==> src/rtl/sal_pkg.sv <==
package sal_pkg;

   // Phases of the sending end of the link.
   typedef enum logic [1:0] {
      TX_IDLE    = 2'd0,   // no transfer, acknowledge low
      TX_STROBE  = 2'd1,   // strobe high, waiting for acknowledge
      TX_RELEASE = 2'd2    // strobe dropped, waiting for acknowledge to fall
   } tx_phase_e;

   // Cycles per word for each receiver variant.
   function automatic int unsigned word_period(input int unsigned ack_registered);
      return (ack_registered != 0) ? 4 : 2;
   endfunction

endpackage

==> src/rtl/sal_sender.sv <==
module sal_sender
   import sal_pkg::*;
#(
   parameter int unsigned DATA_W = 16
) (
   input  logic              clk,
   input  logic              rst_n,
   input  logic              in_valid,
   output logic              in_ready,
   input  logic [DATA_W-1:0] in_data,
   output logic              strobe,
   input  logic              ack,
   output logic [DATA_W-1:0] link_data
);

   tx_phase_e         phase_q, phase_d;
   logic [DATA_W-1:0] word_q;
   logic              take;

   // A new word may be taken from idle, or as soon as the previous
   // acknowledge is seen low after the strobe has been released.
   assign in_ready = (phase_q == TX_IDLE) ||
                     ((phase_q == TX_RELEASE) && !ack);
   assign take     = in_valid && in_ready;

   always_comb begin
      phase_d = phase_q;
      unique case (phase_q)
         TX_IDLE: begin
            if (take) phase_d = TX_STROBE;
         end
         TX_STROBE: begin
            if (ack) phase_d = TX_RELEASE;
         end
         TX_RELEASE: begin
            if (take)      phase_d = TX_STROBE;
            else if (!ack) phase_d = TX_IDLE;
         end
         default: phase_d = TX_IDLE;
      endcase
   end

   always_ff @(posedge clk or negedge rst_n) begin
      if (!rst_n) begin
         phase_q <= TX_IDLE;
         word_q  <= '0;
      end else begin
         phase_q <= phase_d;
         if (take) word_q <= in_data;
      end
   end

   assign strobe    = (phase_q == TX_STROBE);
   assign link_data = word_q;


   busy_not_ready_chk: assert property (@(posedge clk) disable iff (!rst_n)
      (strobe || ack) |-> !in_ready);


   data_hold_chk: assert property (@(posedge clk) disable iff (!rst_n)
      (strobe && $past(strobe)) |-> $stable(link_data));


   strobe_drop_chk: assert property (@(posedge clk) disable iff (!rst_n)
      (strobe && ack) |=> !strobe);

endmodule

==> src/rtl/sal_receiver.sv <==
module sal_receiver #(
   parameter int unsigned DATA_W         = 16,
   parameter int unsigned ACK_REGISTERED = 0
) (
   input  logic              clk,
   input  logic              rst_n,
   input  logic              strobe,
   input  logic [DATA_W-1:0] link_data,
   output logic              ack,
   output logic              out_valid,
   output logic [DATA_W-1:0] out_data
);

   logic              strobe_d;
   logic              first_seen;
   logic [DATA_W-1:0] hold_q;
   logic              pulse_q;

   always_ff @(posedge clk or negedge rst_n) begin
      if (!rst_n) strobe_d <= 1'b0;
      else        strobe_d <= strobe;
   end

   generate
      if (ACK_REGISTERED != 0) begin : g_ack_flop
         // Acknowledge one cycle behind the strobe: no path between ends.
         assign ack = strobe_d;
      end else begin : g_ack_direct
         // Acknowledge follows the strobe in the same cycle: peak rate.
         assign ack = strobe;
      end
   endgenerate

   // The first cycle of each strobe carries a new word.
   assign first_seen = strobe && !strobe_d;

   always_ff @(posedge clk or negedge rst_n) begin
      if (!rst_n) begin
         pulse_q <= 1'b0;
         hold_q  <= '0;
      end else begin
         pulse_q <= first_seen;
         if (first_seen) hold_q <= link_data;
      end
   end

   assign out_valid = pulse_q;
   assign out_data  = hold_q;


   ack_rise_chk: assert property (@(posedge clk) disable iff (!rst_n)
      $rose(ack) |-> strobe);


   ack_fall_chk: assert property (@(posedge clk) disable iff (!rst_n)
      $fell(ack) |-> !strobe);


   single_pulse_chk: assert property (@(posedge clk) disable iff (!rst_n)
      out_valid |=> !out_valid);

endmodule

==> src/rtl/strobe_ack_link.sv <==
module strobe_ack_link
   import sal_pkg::*;
#(
   parameter int unsigned DATA_W         = 16,
   parameter int unsigned ACK_REGISTERED = 0
) (
   input  logic              clk,
   input  logic              rst_n,
   input  logic              in_valid,
   output logic              in_ready,
   input  logic [DATA_W-1:0] in_data,
   output logic              out_valid,
   output logic [DATA_W-1:0] out_data,
   output logic              link_strobe,
   output logic              link_ack,
   output logic [DATA_W-1:0] link_data
);

   localparam int unsigned PERIOD = word_period(ACK_REGISTERED);

   generate
      if (DATA_W < 1) begin : g_bad_width
         $error("strobe_ack_link: DATA_W must be at least 1");
      end
      if (ACK_REGISTERED > 1) begin : g_bad_variant
         $error("strobe_ack_link: ACK_REGISTERED must be 0 or 1");
      end
      if (PERIOD < 2) begin : g_bad_period
         $error("strobe_ack_link: a word cannot take fewer than two cycles");
      end
   endgenerate

   logic              strobe_w;
   logic              ack_w;
   logic [DATA_W-1:0] data_w;

   sal_sender #(
      .DATA_W (DATA_W)
   ) u_sender (
      .clk       (clk),
      .rst_n     (rst_n),
      .in_valid  (in_valid),
      .in_ready  (in_ready),
      .in_data   (in_data),
      .strobe    (strobe_w),
      .ack       (ack_w),
      .link_data (data_w)
   );

   sal_receiver #(
      .DATA_W         (DATA_W),
      .ACK_REGISTERED (ACK_REGISTERED)
   ) u_receiver (
      .clk       (clk),
      .rst_n     (rst_n),
      .strobe    (strobe_w),
      .link_data (data_w),
      .ack       (ack_w),
      .out_valid (out_valid),
      .out_data  (out_data)
   );

   assign link_strobe = strobe_w;
   assign link_ack    = ack_w;
   assign link_data   = data_w;

endmodule

==> config.mk <==
export PLATFORM = sky130hd
export DESIGN_NAME = strobe_ack_link
export DESIGN_NICKNAME = d
export VERILOG_FILES = /design/src/rtl/sal_pkg.sv /design/src/rtl/sal_sender.sv /design/src/rtl/sal_receiver.sv /design/src/rtl/strobe_ack_link.sv
export SDC_FILE = /design/constraint.sdc
export NUM_CORES = 1
export LEC_CHECK = 0
export BUFFER_PORTS_ARGS = -buffer_cell sky130_fd_sc_hd__buf_2
export CORE_AREA = 2 2 57 59
export CTS_CLUSTER_DIAMETER = 120
export DETAILED_ROUTE_END_ITERATION = 12
export DIE_AREA = 0 0 59 61
export PLACE_DENSITY = 0.8
export SLEW_MARGIN = 10
export SYNTH_ARGS = -nofsm -noshare
export SYNTH_HDL_FRONTEND = slang
export SYNTH_SLANG_ARGS = --single-unit
==> constraint.sdc <==
create_clock -name clk -period 2.13 [get_ports clk]
set_clock_uncertainty 0.1 [all_clocks]
set_input_delay 0.3195 -clock clk [delete_from_list [all_inputs] [get_ports clk]]
set_output_delay 0.3195 -clock clk [all_outputs]
set_load 0.1 [all_outputs]
==> impl_metrics.json <==
{
  "dp_hpwl_um": 1780,
  "place_ws_ns": 0.620,
  "clkTransAtPathRegs_ns": 0.10,
  "finalSetupViolations": 0,
  "overflow": 0,
  "clock_sinks": 36,
  "cp_num_buf_inv": 2,
  "synth-seq-cells": 36,
  "avgRoutedWirePerCell_um": 14.4,
  "routed_wl_um": 2450,
  "crit_type": "register to output pin",
  "antenna_found_initial": 0,
  "maxCapViolCount": 0,
  "num_rows": 20,
  "slew_headroom": 0.487,
  "final_cell_mix": "buf_2, dfrtp_1, mux2_2",
  "antenna_cells": 0,
  "syn_avg_cell_area_um2": 17.2,
  "hold_path_end": "u_sender.link_data[0]",
  "finalHoldViolations": 0,
  "track_usage": 0.150,
  "fin_crit_sh": 0.869,
  "rsz0062_at_grt": "no",
  "chipHeight_um": 61,
  "crit_arrival_ns": 1.43,
  "critPathSlowestCell": "dfrtp_1",
  "outcome": "complete, no violations",
  "holdCritPathClass": "primary input to register",
  "grt_max_degree": 37,
  "cp_data_required_time_ns": 1.71,
  "dr.pass1.iters": 4,
  "die_w_um": 59,
  "slew_violations": 0,
  "drtIter0Drc": 14,
  "viasPerCell": 4.92,
  "wl_met2_um": 1190,
  "port_buffers": 54,
  "ctsHtreeMaxLevel": 2,
  "grt_pass1_wl_um": 3850,
  "critPathLaunchType": "register",
  "core_mm2": 0.00295,
  "worstPathMaxFanout": 3,
  "r2r_start": "u_sender.phase_q[1]",
  "clock_latency_ns": 0.32,
  "antenna_left": 0,
  "worst_setup_path_end_kind": "output pin",
  "worst_slew_pin_slew_ns": 0.769,
  "final_nets": 156,
  "period_minus_slack_ns": 1.85,
  "hold_depth": 2,
  "syn_to_final_growth_pct": 27.5,
  "ff2ff_setup_slack_ns": 0.60,
  "met1_length_um": 1040,
  "r2r-end": "u_receiver.out_data[7]",
  "synth_area_mm2": 0.00133,
  "cts_buffers": 5,
  "layout-drive-gt1-share": 0.642,
  "routed.top_layer": "met4",
  "gp_congestion": 0.657,
  "cts_root_buf": "clkbuf_4",
  "final_util": 0.573,
  "clock.fmax_mhz": 541,
  "netlist_instances": 77,
  "cts_tree": "done",
  "wl_met3_um": 191,
  "initial_utilization": 0.449,
  "dp.cells": 162,
  "fin_cells": 170,
  "synth_warnings": 0,
  "hp-start": "in_data[0]",
  "ios": 55,
  "crit_family": "buffers and inverters",
  "layout_setup_ws_ns": 0.280,
  "cts_buffer_depth": 2,
  "drc": 0,
  "yosysSeqAreaShare": 0.679,
  "ys_types": 10,
  "synth_nets": 96,
  "grt_pass1_vias": 842,
  "critPathMaxStageDelay_ns": 0.43,
  "dieArea_mm2": 0.00360,
  "ff2ff_path_depth": 3,
  "cp_cell_sequence": "clkinvlp_4, nor2_4, buf_2",
  "setup_tns_ns": 0,
  "final_common_cell": "buf_2",
  "route.vias.total": 837
}
[per-stage QoR]
step | hold slack, ns | cell area, µm²
after floorplan | -0.0761 | 1350
after CTS | 0.0992 | 1690
final | 0.119 | 1690
after detailed placement | 0.342 | 1640
after global placement | 0.319 | 1640
after global routing | 0.0914 | 1690
[worst reg2reg max path, delay by kind of cell (launching register included)]
kind / cells / cell delay [ns]
buffers and inverters: 1 / 0.28
AND/OR/NAND/NOR: 1 / 0.21
flip-flops: 1 / 0.46
multiplexers: 1 / 0.37
[cells in the mapped netlist, drive strengths merged]
| master | instances | share of area |
|---|---|---|
| inv | 1 | 0.0028 |
| buf | 4 | 0.022 |
| nor2 | 2 | 0.0057 |
| nor2b | 1 | 0.0047 |
| mux2 | 32 | 0.27 |
| dfrtp | 36 | 0.68 |
| nor3b | 1 | 0.014 |
[worst max path at each step]
stage	endpoint	slack [ns]	cells past startpoint	start
6_report	link_ack	0.28	3	u_sender.phase_q[0]
5_1_grt	link_ack	0.19	3	u_sender.phase_q[0]
4_1_cts	link_strobe	0.25	3	u_sender.phase_q[0]
3_5_place_dp	u_receiver.out_data[7]	0.62	3	u_sender.phase_q[1]
3_3_place_gp	u_receiver.out_data[4]	0.65	3	u_sender.phase_q[1]
2_1_floorplan	link_strobe	-0.10	3	u_sender.phase_q[0]
[repair_timing]
item	4_1_cts	5_1_grt
buffers inserted	0	0
hold endpoints to repair	36	0
hold buffers	1	0
resized for setup	0	0
[per-layer routing]
| layer | vias to the layer above | global-route usage |
|---|---|---|
| met2 | 36 | 0.246 |
| met5 | - | 0 |
| met1 | 411 | 0.178 |
| li1 | 387 | - |
| met3 | 3 | 0.0746 |
| met4 | 0 | 0.0390 |
[cells by family after synthesis]
group                  share of synthesized area
DFF                                        0.679
muxes                                      0.272
buffers and inverters                     0.0245
and+or+nand+nor                           0.0245
[state kept, by name, indices dropped and copies added, names as in the netlist]
signal / flops
u_receiver.out_data: 16
u_receiver.out_valid: 1
u_receiver.strobe_d: 1
u_sender.link_data: 16
u_sender.phase_q: 2
[layout make-up]
cell class / count / area (µm²)
Timing Repair Buffer: 57 / 295
Clock inverter: 1 / 5.00
Inverter: 1 / 7.51
Multi-Input combinational cell: 36 / 400
Sequential cell: 36 / 901
Clock buffer: 6 / 41.3
Fill cell: 270 / 1260
Tap cell: 33 / 41.3
Power is left out: the tool's default activity adds up to more than one toggle a clock period on the data nets, which glitch-free logic cannot reach.
